===== config.mk =====
export PLATFORM = sky130hd
export DESIGN_NAME = sio_uart
export DESIGN_NICKNAME = d
export VERILOG_FILES = /design/src/rtl/sio_pkg.sv /design/src/rtl/sio_tick.sv /design/src/rtl/sio_tx.sv /design/src/rtl/sio_rx.sv /design/src/rtl/sio_uart.sv
export SDC_FILE = /design/constraint.sdc
export NUM_CORES = 1
export LEC_CHECK = 0
export ABC_CLOCK_PERIOD_IN_PS = 8500
export BUFFER_PORTS_ARGS = -buffer_cell sky130_fd_sc_hd__buf_2
export CORE_UTILIZATION = 55
export CTS_BUF_LIST = sky130_fd_sc_hd__clkbuf_8
export DETAILED_ROUTE_END_ITERATION = 7
export PLACE_DENSITY = 0.79
export SLEW_MARGIN = 5
export SYNTH_ARGS = -nofsm -noshare
export SYNTH_HDL_FRONTEND = slang
export SYNTH_SLANG_ARGS = --single-unit

===== constraint.sdc =====
create_clock -name clk -period 8.5 [get_ports clk]
set_clock_uncertainty 0.15 [all_clocks]
set_input_delay 1.275 -clock clk [delete_from_list [all_inputs] [get_ports clk]]
set_output_delay 1.275 -clock clk [all_outputs]
set_load 0.02 [all_outputs]

===== src/rtl/sio_pkg.sv =====
package sio_pkg;
  localparam int FRAME_MAX = 12;

  typedef struct packed {
    logic char7;
    logic par_en;
    logic par_odd;
    logic stop2;
  } sio_fmt_t;

  // total bit times of one frame, start through last stop
  function automatic logic [3:0] frame_len(sio_fmt_t f);
    return 4'd10 - {3'b0, f.char7} + {3'b0, f.par_en} + {3'b0, f.stop2};
  endfunction

  // LSB-first serial image, unused tail bits stay at the idle level
  function automatic logic [FRAME_MAX-1:0] frame_image(logic [7:0] d, sio_fmt_t f);
    logic [FRAME_MAX-1:0] v;
    logic [7:0] m;
    v = '1;
    v[0] = 1'b0;
    m = f.char7 ? {1'b0, d[6:0]} : d;
    for (int i = 0; i < 8; i++)
      if (i < 7 || !f.char7) v[i+1] = m[i];
    if (f.par_en) v[f.char7 ? 8 : 9] = (^m) ^ f.par_odd;
    return v;
  endfunction
endpackage


===== src/rtl/sio_tick.sv =====
module sio_tick #(
  parameter int DIV_W = 8
) (
  input  logic             clk,
  input  logic             rst_n,
  input  logic             ext_sel,
  input  logic             ext_clk,
  input  logic [DIV_W-1:0] div,
  output logic             tick
);
  logic [DIV_W-1:0] cnt;
  logic [2:0]       es;

  always_ff @(posedge clk or negedge rst_n)
    if (!rst_n) begin
      cnt <= '0;
      es  <= '0;
    end else begin
      es  <= {es[1:0], ext_clk};
      cnt <= (cnt == '0) ? div : cnt - 1'b1;
    end

  assign tick = ext_sel ? (es[1] & ~es[2]) : (cnt == '0);
endmodule


===== src/rtl/sio_tx.sv =====
module sio_tx
  import sio_pkg::*;
(
  input  logic       clk,
  input  logic       rst_n,
  input  logic       run,
  input  logic       tick,
  input  sio_fmt_t   fmt,
  input  logic       push,
  input  logic [7:0] pdata,
  output logic       txd,
  output logic       tbe,
  output logic       tsc
);
  logic [FRAME_MAX-1:0] sh;
  logic [7:0]           hold;
  logic [3:0]           sub, idx, nb;
  logic                 busy, end_bit, start_now;

  assign nb        = frame_len(fmt);
  assign end_bit   = busy && sub == 4'd15 && idx == nb - 4'd1;
  assign start_now = tick && !tbe && (!busy || end_bit);

  always_ff @(posedge clk or negedge rst_n)
    if (!rst_n) begin
      sh <= '1; hold <= '0; sub <= '0; idx <= '0;
      busy <= 1'b0; tbe <= 1'b1; tsc <= 1'b1;
    end else if (!run) begin
      sh <= '1; sub <= '0; idx <= '0;
      busy <= 1'b0; tbe <= 1'b1; tsc <= 1'b1;
    end else begin
      if (start_now) begin
        sh   <= frame_image(hold, fmt);
        busy <= 1'b1;
        sub  <= '0;
        idx  <= '0;
        tbe  <= 1'b1;
        tsc  <= 1'b0;
      end else if (tick && busy) begin
        sub <= sub + 1'b1;
        if (sub == 4'd15) begin
          if (idx == nb - 4'd1) busy <= 1'b0;
          else begin
            idx <= idx + 1'b1;
            sh  <= {1'b1, sh[FRAME_MAX-1:1]};
            if (idx == nb - 4'd2 && tbe) tsc <= 1'b1;
          end
        end
      end
      if (push) begin
        hold <= pdata;
        tbe  <= 1'b0;
      end
    end

  assign txd = busy ? sh[0] : 1'b1;
endmodule


===== src/rtl/sio_rx.sv =====
module sio_rx
  import sio_pkg::*;
(
  input  logic       clk,
  input  logic       rst_n,
  input  logic       run,
  input  logic       flags_on,
  input  logic       tick,
  input  sio_fmt_t   fmt,
  input  logic       rxd,
  input  logic       pop,
  input  logic       err_clr,
  output logic [7:0] data,
  output logic       rbf,
  output logic       oe,
  output logic       pe,
  output logic       fe
);
  logic [7:0] sh;
  logic [3:0] sub, idx, nd, stop_idx;
  logic       s1, s2, prev, busy, par, at_sample, done, perr;

  assign nd        = fmt.char7 ? 4'd7 : 4'd8;
  assign stop_idx  = nd + {3'b0, fmt.par_en} + 4'd1;
  assign at_sample = busy && tick && (idx == '0 ? sub == 4'd7 : sub == 4'd15);
  assign done      = at_sample && idx == stop_idx;
  assign perr      = fmt.par_en && (par != fmt.par_odd);

  always_ff @(posedge clk or negedge rst_n)
    if (!rst_n) begin
      s1 <= 1'b1; s2 <= 1'b1; prev <= 1'b1; busy <= 1'b0;
      sub <= '0; idx <= '0; sh <= '0; par <= 1'b0;
    end else begin
      s1 <= rxd;
      s2 <= s1;
      if (!run) begin
        busy <= 1'b0;
        prev <= 1'b1;
      end else if (tick) begin
        prev <= s2;
        if (!busy) begin
          if (prev && !s2) begin
            busy <= 1'b1; sub <= '0; idx <= '0; sh <= '0; par <= 1'b0;
          end
        end else if (at_sample) begin
          sub <= '0;
          if ((idx == '0 && s2) || done) busy <= 1'b0;
          else begin
            idx <= idx + 1'b1;
            if (idx != '0) begin
              if (idx <= nd) sh[3'(idx - 4'd1)] <= s2;
              par <= par ^ s2;
            end
          end
        end else sub <= sub + 1'b1;
      end
    end

  always_ff @(posedge clk or negedge rst_n)
    if (!rst_n) begin
      data <= '0; rbf <= 1'b0; oe <= 1'b0; pe <= 1'b0; fe <= 1'b0;
    end else if (!flags_on) begin
      rbf <= 1'b0; oe <= 1'b0; pe <= 1'b0; fe <= 1'b0;
    end else begin
      if (pop) rbf <= 1'b0;
      if (done) begin
        if (!rbf || pop) data <= sh;
        else oe <= 1'b1;
        rbf <= 1'b1;
        if (perr) pe <= 1'b1;
        if (!s2) fe <= 1'b1;
      end
      if (err_clr) begin
        oe <= 1'b0; pe <= 1'b0; fe <= 1'b0;
      end
    end
endmodule


===== src/rtl/sio_uart.sv =====
module sio_uart
  import sio_pkg::*;
#(
  parameter int DIV_W = 8
) (
  input  logic             clk,
  input  logic             rst_n,
  input  logic             sio_en,
  input  logic             tx_en,
  input  logic             rx_en,
  input  logic             char7,
  input  logic             par_en,
  input  logic             par_odd,
  input  logic             stop2,
  input  logic             tint_tsc,
  input  logic             ext_sel,
  input  logic [DIV_W-1:0] baud_div,
  input  logic             ext_clk,
  input  logic [7:0]       tx_data,
  input  logic             tx_valid,
  output logic             tx_ready,
  output logic [7:0]       rx_data,
  output logic             rx_valid,
  input  logic             rx_ready,
  input  logic             sts_clr,
  output logic [7:0]       status,
  output logic             tx_irq,
  output logic             rx_irq,
  output logic             txd,
  input  logic             rxd
);
  sio_fmt_t fmt;
  logic tick, tx_run, tbe_raw, tsc_raw, tbe_s, tsc_s;
  logic rbf, oe, pe, fe, tsel, tsel_q, rbf_q;

  assign fmt    = '{char7: char7, par_en: par_en, par_odd: par_odd, stop2: stop2};
  assign tx_run = sio_en & tx_en;

  sio_tick #(.DIV_W(DIV_W)) u_tick (
    .clk(clk), .rst_n(rst_n), .ext_sel(ext_sel), .ext_clk(ext_clk),
    .div(baud_div), .tick(tick));

  sio_tx u_tx (
    .clk(clk), .rst_n(rst_n), .run(tx_run), .tick(tick), .fmt(fmt),
    .push(tx_valid & tx_ready), .pdata(tx_data),
    .txd(txd), .tbe(tbe_raw), .tsc(tsc_raw));

  sio_rx u_rx (
    .clk(clk), .rst_n(rst_n), .run(sio_en & rx_en), .flags_on(sio_en),
    .tick(tick), .fmt(fmt), .rxd(rxd), .pop(rx_ready & rbf),
    .err_clr(sts_clr), .data(rx_data), .rbf(rbf), .oe(oe), .pe(pe), .fe(fe));

  assign tbe_s    = tx_run & tbe_raw;
  assign tsc_s    = tx_run & tsc_raw;
  assign tx_ready = tbe_s;
  assign rx_valid = rbf;
  assign status   = {1'b1, oe | pe | fe, fe, pe, oe, tsc_s, rbf, tbe_s};
  assign tsel     = tint_tsc ? tsc_s : tbe_s;

  always_ff @(posedge clk or negedge rst_n)
    if (!rst_n) begin
      tsel_q <= 1'b0;
      rbf_q  <= 1'b0;
    end else begin
      tsel_q <= tsel;
      rbf_q  <= rbf;
    end

  assign tx_irq = tsel & ~tsel_q;
  assign rx_irq = rbf & ~rbf_q;
endmodule


; Word level (Yosys, flattened, before mapping)
; Index checks and enable logic that the tools add are counted.
[totals]
reg_bits = 77
latch_bits = 0
ram_bits = 0
romBits = 0
in_bits = 32
out_inout_bits = 21
word_cells = 218
memories = 0
[classes]
addsub = 13
n_mul = 0
div_mod_pow = 0
n_lt_le_gt_ge = 5
n_eq_ne = 23
shift = 0
muxes = 99
bitwise_logic = 16
n_reduce_logical = 38
[op_table]
columns = operator, count
row1 = $mux W12, 6
row2 = $mux W1, 66
row3 = $mux W8, 8
row4 = $mux W4, 15
row5 = $ge A32 B1 Y1 const B, 1
row6 = $lt A32 B6 Y1 const B, 1
row7 = $ne A3 B1 Y1 const B, 8
row8 = $add A4 B1 Y4 const B, 5
row9 = $logic_and A1 B1 Y1, 14
row10 = $add A4 B1 Y4, 3
row11 = $bwmux W12, 1
row12 = $eq A4 B4 Y1, 3
row13 = $reduce_and A3 Y1, 4
row14 = $ne A2 B2 Y1 const B, 5
row15 = $and A1 B1 Y1, 9
row16 = $bwmux W8, 1
row17 = $eq A4 B4 Y1 const B, 2
row18 = $logic_not A8 Y1, 1
row19 = $reduce_and A2 Y1, 4
row20 = $reduce_xor A8 Y1, 1
row21 = $sub A8 B1 Y8 const B, 1
row22 = $reduce_and A7 Y1, 1
row23 = $ne A3 B3 Y1 const B, 2
row24 = $reduce_and A6 Y1, 1
row25 = 22 further kinds, 31

; Longest topological paths before layout
[logic_depth]
word_depth = 14
ltp_mapped = 11

; Hierarchy
; From an unflattened synthesis, not the netlist that was laid out.
[unflattened]
cells_unflattened = 402
hier_area_um2 = 4251.6
[modules_own_cells]
columns = module, instances, cells_each, area_each_um2, seq_area_each_um2
row1 = sio_rx, 1, 178, 1873.0, 829.5
row2 = sio_tx, 1, 148, 1671.6, 740.7
row3 = sio_tick, 1, 54, 524.3, 275.3
row4 = sio_uart, 1, 22, 182.7, 50.0

; Worst setup path before layout
; OpenSTA, ideal clock, no wires.
[synth_path]
path_kind = input to output
startpoint = input port sio_en
endpoint = output port tx_irq
t_arrival_ns = 2.318
path_slack_ns = 4.757
path_stages = 4
n_path_buf = 1
cell_sequence = buf_2 > and3_1 > mux2_2 > nor2b_1
[synth_between]
elab_chain_len = 4
[synth_rtl]
columns = item, line
row1 = start: declaration, sio_uart.sv:8  ; input logic sio_en,
row2 = $and A1 B1 Y1, sio_uart.sv:37  ; assign tx_run = sio_en & tx_en;
row3 = $and A1 B1 Y1, sio_uart.sv:53  ; assign tbe_s = tx_run & tbe_raw;
row4 = named net tx_ready, sio_uart.sv:21  ; output logic tx_ready,
row5 = $mux W1, sio_uart.sv:58  ; assign tsel = tint_tsc ? tsc_s : tbe_s;
row6 = named net tsel, sio_uart.sv:34  ; logic rbf, oe, pe, fe, tsel, tsel_q, rbf_q;
row7 = $and A1 B1 Y1, sio_uart.sv:69  ; assign tx_irq = tsel & ~tsel_q;
row8 = end: declaration, sio_uart.sv:27  ; output logic tx_irq,
; The timed path passes the listed nets, and every way through them passes these cells.

; Worst setup path after layout
[layout_path]
startpoint = input port par_en
endpoint = register u_tx.sh[4]
[layout_between]
elab_chain_len = 9
[layout_rtl]
columns = item, line
row1 = start: declaration, sio_uart.sv:12  ; input logic par_en,
row2 = $add A4 B1 Y4 (2 in series), sio_pkg.sv:13  ; return 4'd10 - {3'b0, f.char7} + {3'b0, f.par_en} + {3'b0, f.stop2};
row3 = $sub A4 B1 Y4, "sio_tx.sv:21, sio_tx.sv:42"
row4 = $eq A4 B4 Y1, "sio_tx.sv:21, sio_tx.sv:42"
row5 = $logic_and A1 B1 Y1, sio_tx.sv:21  ; assign end_bit = busy && sub == 4'd15 && idx == nb - 4'd1;
row6 = $logic_or A1 B1 Y1, sio_tx.sv:22  ; assign start_now = tick && !tbe && (!busy || end_bit);
row7 = $logic_and A1 B1 Y1, sio_tx.sv:22
row8 = "$ne A3 B2 Y1 (no line), or another cell as far along", -
row9 = $reduce_and A3 Y1 (no line) or $mux W12 (tied branches), -
row10 = end signal: assignment, sio_tx.sv:33  ; sh <= frame_image(hold, fmt);
row11 = end signal: assignment, sio_tx.sv:45  ; sh <= {1'b1, sh[FRAME_MAX-1:1]};
row12 = end: declaration, sio_tx.sv:15  ; logic [FRAME_MAX-1:0] sh;
; Several ways; a longest one is shown, not always the timed one.
; A chain may end at the register's enable or synchronous reset.

==> qor.tcl <==
set qor(result_of_the_run) {complete, no violations}
set qor(htreeDepth) 3
set qor(grt_first_pass_wirelength_microns) 13400
set qor(area.sequential_sq_mm) 0.00190
set qor(final_core_utilization) 0.650
set qor(area_of_the_die_sq_mm) 0.00757
set qor(vias_per_cell) 5.57
set qor(antenna_cells_inserted) 0
set qor(clock_latency_at_the_later_pin_of_the_worst_skew_pair_ns) 0.34
set qor(drv.max_cap_violation_count) 0
set qor(synth.yosys.warnings) 0
set qor(ys_dominant_reg_cell) {sky130_fd_sc_hd__dfrtp_1}
set qor(routed_wire_length_microns) 7740
set qor(cts-root-buf) {sky130_fd_sc_hd__clkbuf_8}
set qor(worstPathBufferInverterCount) 2
set qor(initial_core_utilization) 0.576
set qor(synth.cell_area_sq_mm) 0.00398
set qor(floorplan.die.width_microns) 87.0
set qor(via_count_of_the_first_global_routing_pass) 2829
set qor(mappedNetlistNets) 437
set qor(worst_path_largest_cell_delay_ns) 0.63
set qor(post_cts.resized_instances) 0
set qor(vias) 2937
set qor(max_clock_freq_mhz) 258
set qor(clkSlewWorstSetupHoldPaths_ns) 0.08
set qor(place_congestion) 0.844
set qor(detailedRoute.firstIterationViolations) 223
set qor(ys_seq_area_frac) 0.477
set qor(post-place-cells) 511
set qor(tightest_slew_ns) 0.915
set qor(critPathRequiredTime_ns) 8.62
set qor(core_area_sq_mm) 0.00691
set qor(p_sw_w) 0.000307
set qor(critical_path.cell_chain) {buf_2 -> inv_1 -> fa_1 -> xor2_1 -> nand4_1 -> a211oi_1 -> nand2b_1 -> nor2_1 -> o2bb2ai_1}
set qor(final_period_minus_worst_setup_slack_ns) 3.88
set qor(grtUsageTotal) 0.227
set qor(drt-wirelength-per-cell_microns) 14.7
set qor(final_cell_area_sq_mm) 0.00449
set qor(synth-edff-count) 0
set qor(detailed_place.area_sq_mm) 0.00424
set qor(hpwl_microns) 5440
set qor(startpoint_type) {primary input}
set qor(vdd_drop_max_uv) 147
set qor(timing.critical_path.fanout_max) 19
set qor(globalRouteOverflowTotal) 0
set qor(finalCritPeriodShare) 0.456
set qor(layout.cells.non_filler) 527
set qor(top_level_ports) 53
set qor(power-per-cell-area_mw_per_mm2) 228
set qor(cts_buffer_depth) 2
set qor(synth.distinct_cells) 54
set qor(rsz0062_at_grt) {no}
set qor(placement_rows) 30
set qor(multi_input_area_sq_mm) 0.00192
set qor(min_path_type) {flip-flop to flip-flop}
set qor(critical_path_depth) 9
set qor(drt_first_pass_iters) 4
set qor(finalSetupTns_ns) 0
set qor(postCtsSetupBuffers) 0
set qor(synth_cells) 387
set qor(grt_max_degree) 76
set qor(worst_path_max_delay_cell) {sky130_fd_sc_hd__nand2b_1}
set qor(drt_drc_violations_left) 0
set qor(asyncSetResetFlopFracSynth) 1.00
set qor(number_of_nets_with_antenna_violations_after_detailed_routing) 0
set qor(fillerInstances) 582
set qor(share_clk_of_total_power) 0.332
set qor(areaGrowthSynthToFinish_pct) 12.9
set qor(net_total_in_the_final_layout) 476
set qor(worst_slew_margin_rel) 0.390
set qor(p_seq_frac) 0.444
set qor(ratio_of_cells_with_drive_above_1_in_the_final_layout) 0.227
set qor(fp.dieH_microns) 87.0
set qor(number_of_antenna_violations_at_the_first_check_in_global_routing) 0
set qor(synth.ff_latch_count) 75
set qor(synthesis.area_per_instance_sq_um) 10.3
set qor(path_class) {primary input to flip-flop}
set qor(cts.sink_count) 75
set qor(worst_hold_path.num_cells) 0
set qor(drv_slew) 0
set qor(cts_tree) {done}
set qor(timing.critical_path.max_delay_family) {simple AND/OR/NAND/NOR gates}
set qor(port_buffers) 51
set qor(cts_inserted_buffers) 9
set qor(timing.reg2reg.worst_path_depth) 8
set qor(report.final.setup_viol) 0
set qor(end_kind) {flip-flop}
set qor(power.static_leakage_nw) 2.10
set qor(cp_data_arrival_time_ns) 4.00
set qor(report.final.hold_viol_count) 0
set qor(ctsHoldBuffers) 0
set qor(switching_share) 0.300
set qor(cell_internal_pwr_w) 0.000715
set qor(power.share.combinational) 0.224
final cells by class:
type / instances / share of cell area
sequential: 75 / 0.422
timing repair buffer: 51 / 0.0574
inverter: 13 / 0.0109
tap: 96 / 0.0267
clock inverter: 5 / 0.0226
multi-input combinational: 276 / 0.427
clock buffer: 11 / 0.0337
kinds of logic after synthesis:
group | after synthesis | share of synthesized area
XOR/XNOR | 27 | 0.0595
buffers and inverters | 36 | 0.0415
other | 1 | 0.000943
multiplexers | 22 | 0.0607
AO/OA/AOI/OAI | 86 | 0.138
flip-flops | 75 | 0.477
adder cells (fa/ha/maj) | 18 | 0.0585
AND/OR/NAND/NOR | 122 | 0.164
registers in the layout (all words and copies together) (netlist names), 3 cells and up:
signal      count
u_rx.idx        4
u_tx.sub        4
u_tx.hold       8
u_rx.sub        4
u_tick.cnt      8
u_tx.idx        4
u_tx.sh        10
u_rx.sh         8
u_rx.data       8
u_tick.es       3
synth_stat cells (6+ instances only):
cell / number / area, sq um
sky130_fd_sc_hd__nand2b_1: 6 / 37.5
sky130_fd_sc_hd__buf_4: 7 / 52.6
sky130_fd_sc_hd__dfstp_2: 15 / 394
sky130_fd_sc_hd__o21ai_1: 15 / 75.1
sky130_fd_sc_hd__nand3_1: 9 / 45.0
sky130_fd_sc_hd__inv_1: 13 / 48.8
sky130_fd_sc_hd__mux2_1: 8 / 90.1
sky130_fd_sc_hd__xnor2_1: 16 / 140
sky130_fd_sc_hd__nand2_1: 22 / 82.6
sky130_fd_sc_hd__nand4_1: 6 / 37.5
sky130_fd_sc_hd__ha_1: 17 / 213
sky130_fd_sc_hd__dfrtp_1: 60 / 1500
sky130_fd_sc_hd__clkbuf_1: 13 / 48.8
sky130_fd_sc_hd__nor2_1: 37 / 139
sky130_fd_sc_hd__nor2b_1: 7 / 43.8
sky130_fd_sc_hd__xor2_1: 11 / 96.3
sky130_fd_sc_hd__a21oi_1: 27 / 135
sky130_fd_sc_hd__o21ai_0: 14 / 70.1
sky130_fd_sc_hd__nor3_1: 6 / 30.0
sky130_fd_sc_hd__mux2_2: 9 / 101
sky130_fd_sc_hd__o2bb2ai_1: 8 / 70.1
worst paths after layout:
path,from,slack (ns),endpoint
worst max-delay path,par_en,4.62,u_tx.sh[4]
worst min-delay path,u_tick.es[0],0.19,u_tick.es[1]
worst max register to register,u_rx.idx[0],5.04,u_rx.sh[3]
worst min register to register,u_tick.es[0],0.19,u_tick.es[1]
max in group asynchronous,rst_n,6.70,u_tx.hold[7]
min in group asynchronous,rst_n,0.91,u_tick.cnt[4]
per-layer routing:
layer | part of all wire | vias to the layer above | routed length (microns) | track usage
li1 | - | 1439 | - | -
met1 | 0.46 | 1419 | 3580 | 0.306
met2 | 0.49 | 70 | 3790 | 0.374
met3 | 0.037 | 9 | 283 | 0.0578
met4 | 0.012 | 0 | 90 | 0.0455
met5 | 0 | - | 0 | 0
power by group through the flow:
stage               sequential, W  combinational [W]  clock, W
floorplan                0.000440           0.000186         0
global placement         0.000458           0.000218         0
detailed placement       0.000460           0.000230         0
CTS                      0.000454           0.000231  0.000345
global route             0.000462           0.000260  0.000358
finish                   0.000454           0.000229  0.000339
through the flow:
stage,setup slack (ns),hold WS (ns),power (W)
final,4.62,0.194,0.00102
after detailed placement,4.28,0.189,0.000689
after global placement,4.38,0.189,0.000676
after CTS,4.65,0.196,0.00103
after global routing,4.37,0.202,0.00108
after floorplan,4.76,0.181,0.000626
worst register-to-register path, cell delays in order, from the launching register on:
cell and delay [ns]:
sky130_fd_sc_hd__dfrtp_1 0.54, sky130_fd_sc_hd__inv_1 0.21, sky130_fd_sc_hd__ha_1 0.19, sky130_fd_sc_hd__nor3b_2 0.35, sky130_fd_sc_hd__nor3_1 0.12, sky130_fd_sc_hd__and4b_1 0.30
sky130_fd_sc_hd__or3b_1 0.67, sky130_fd_sc_hd__or4b_4 0.65, sky130_fd_sc_hd__o31ai_2 0.19
placed cells by master (no fill, tap or decap), drive strengths merged, types with 4 or more instances in the layout:
master   netlist  routed
xnor2         16      16
dfstp         15      15
and2           4       4
dfrtp         60      60
mux2          17      17
xor2          11      11
buf           10      51
nand2b         6       6
nor3           6       6
mux2i          5       5
o21ai         29      29
clkbuf        13      11
nor2          37      37
nand2         22      22
ha            17      17
nand4          6       6
nor2b          7       7
a21oi         27      27
o31ai          6       6
o2bb2ai        8       8
and3           4       4
nand3          9       9
inv           13      14
Note: power is estimated with default switching activity, not from simulation.
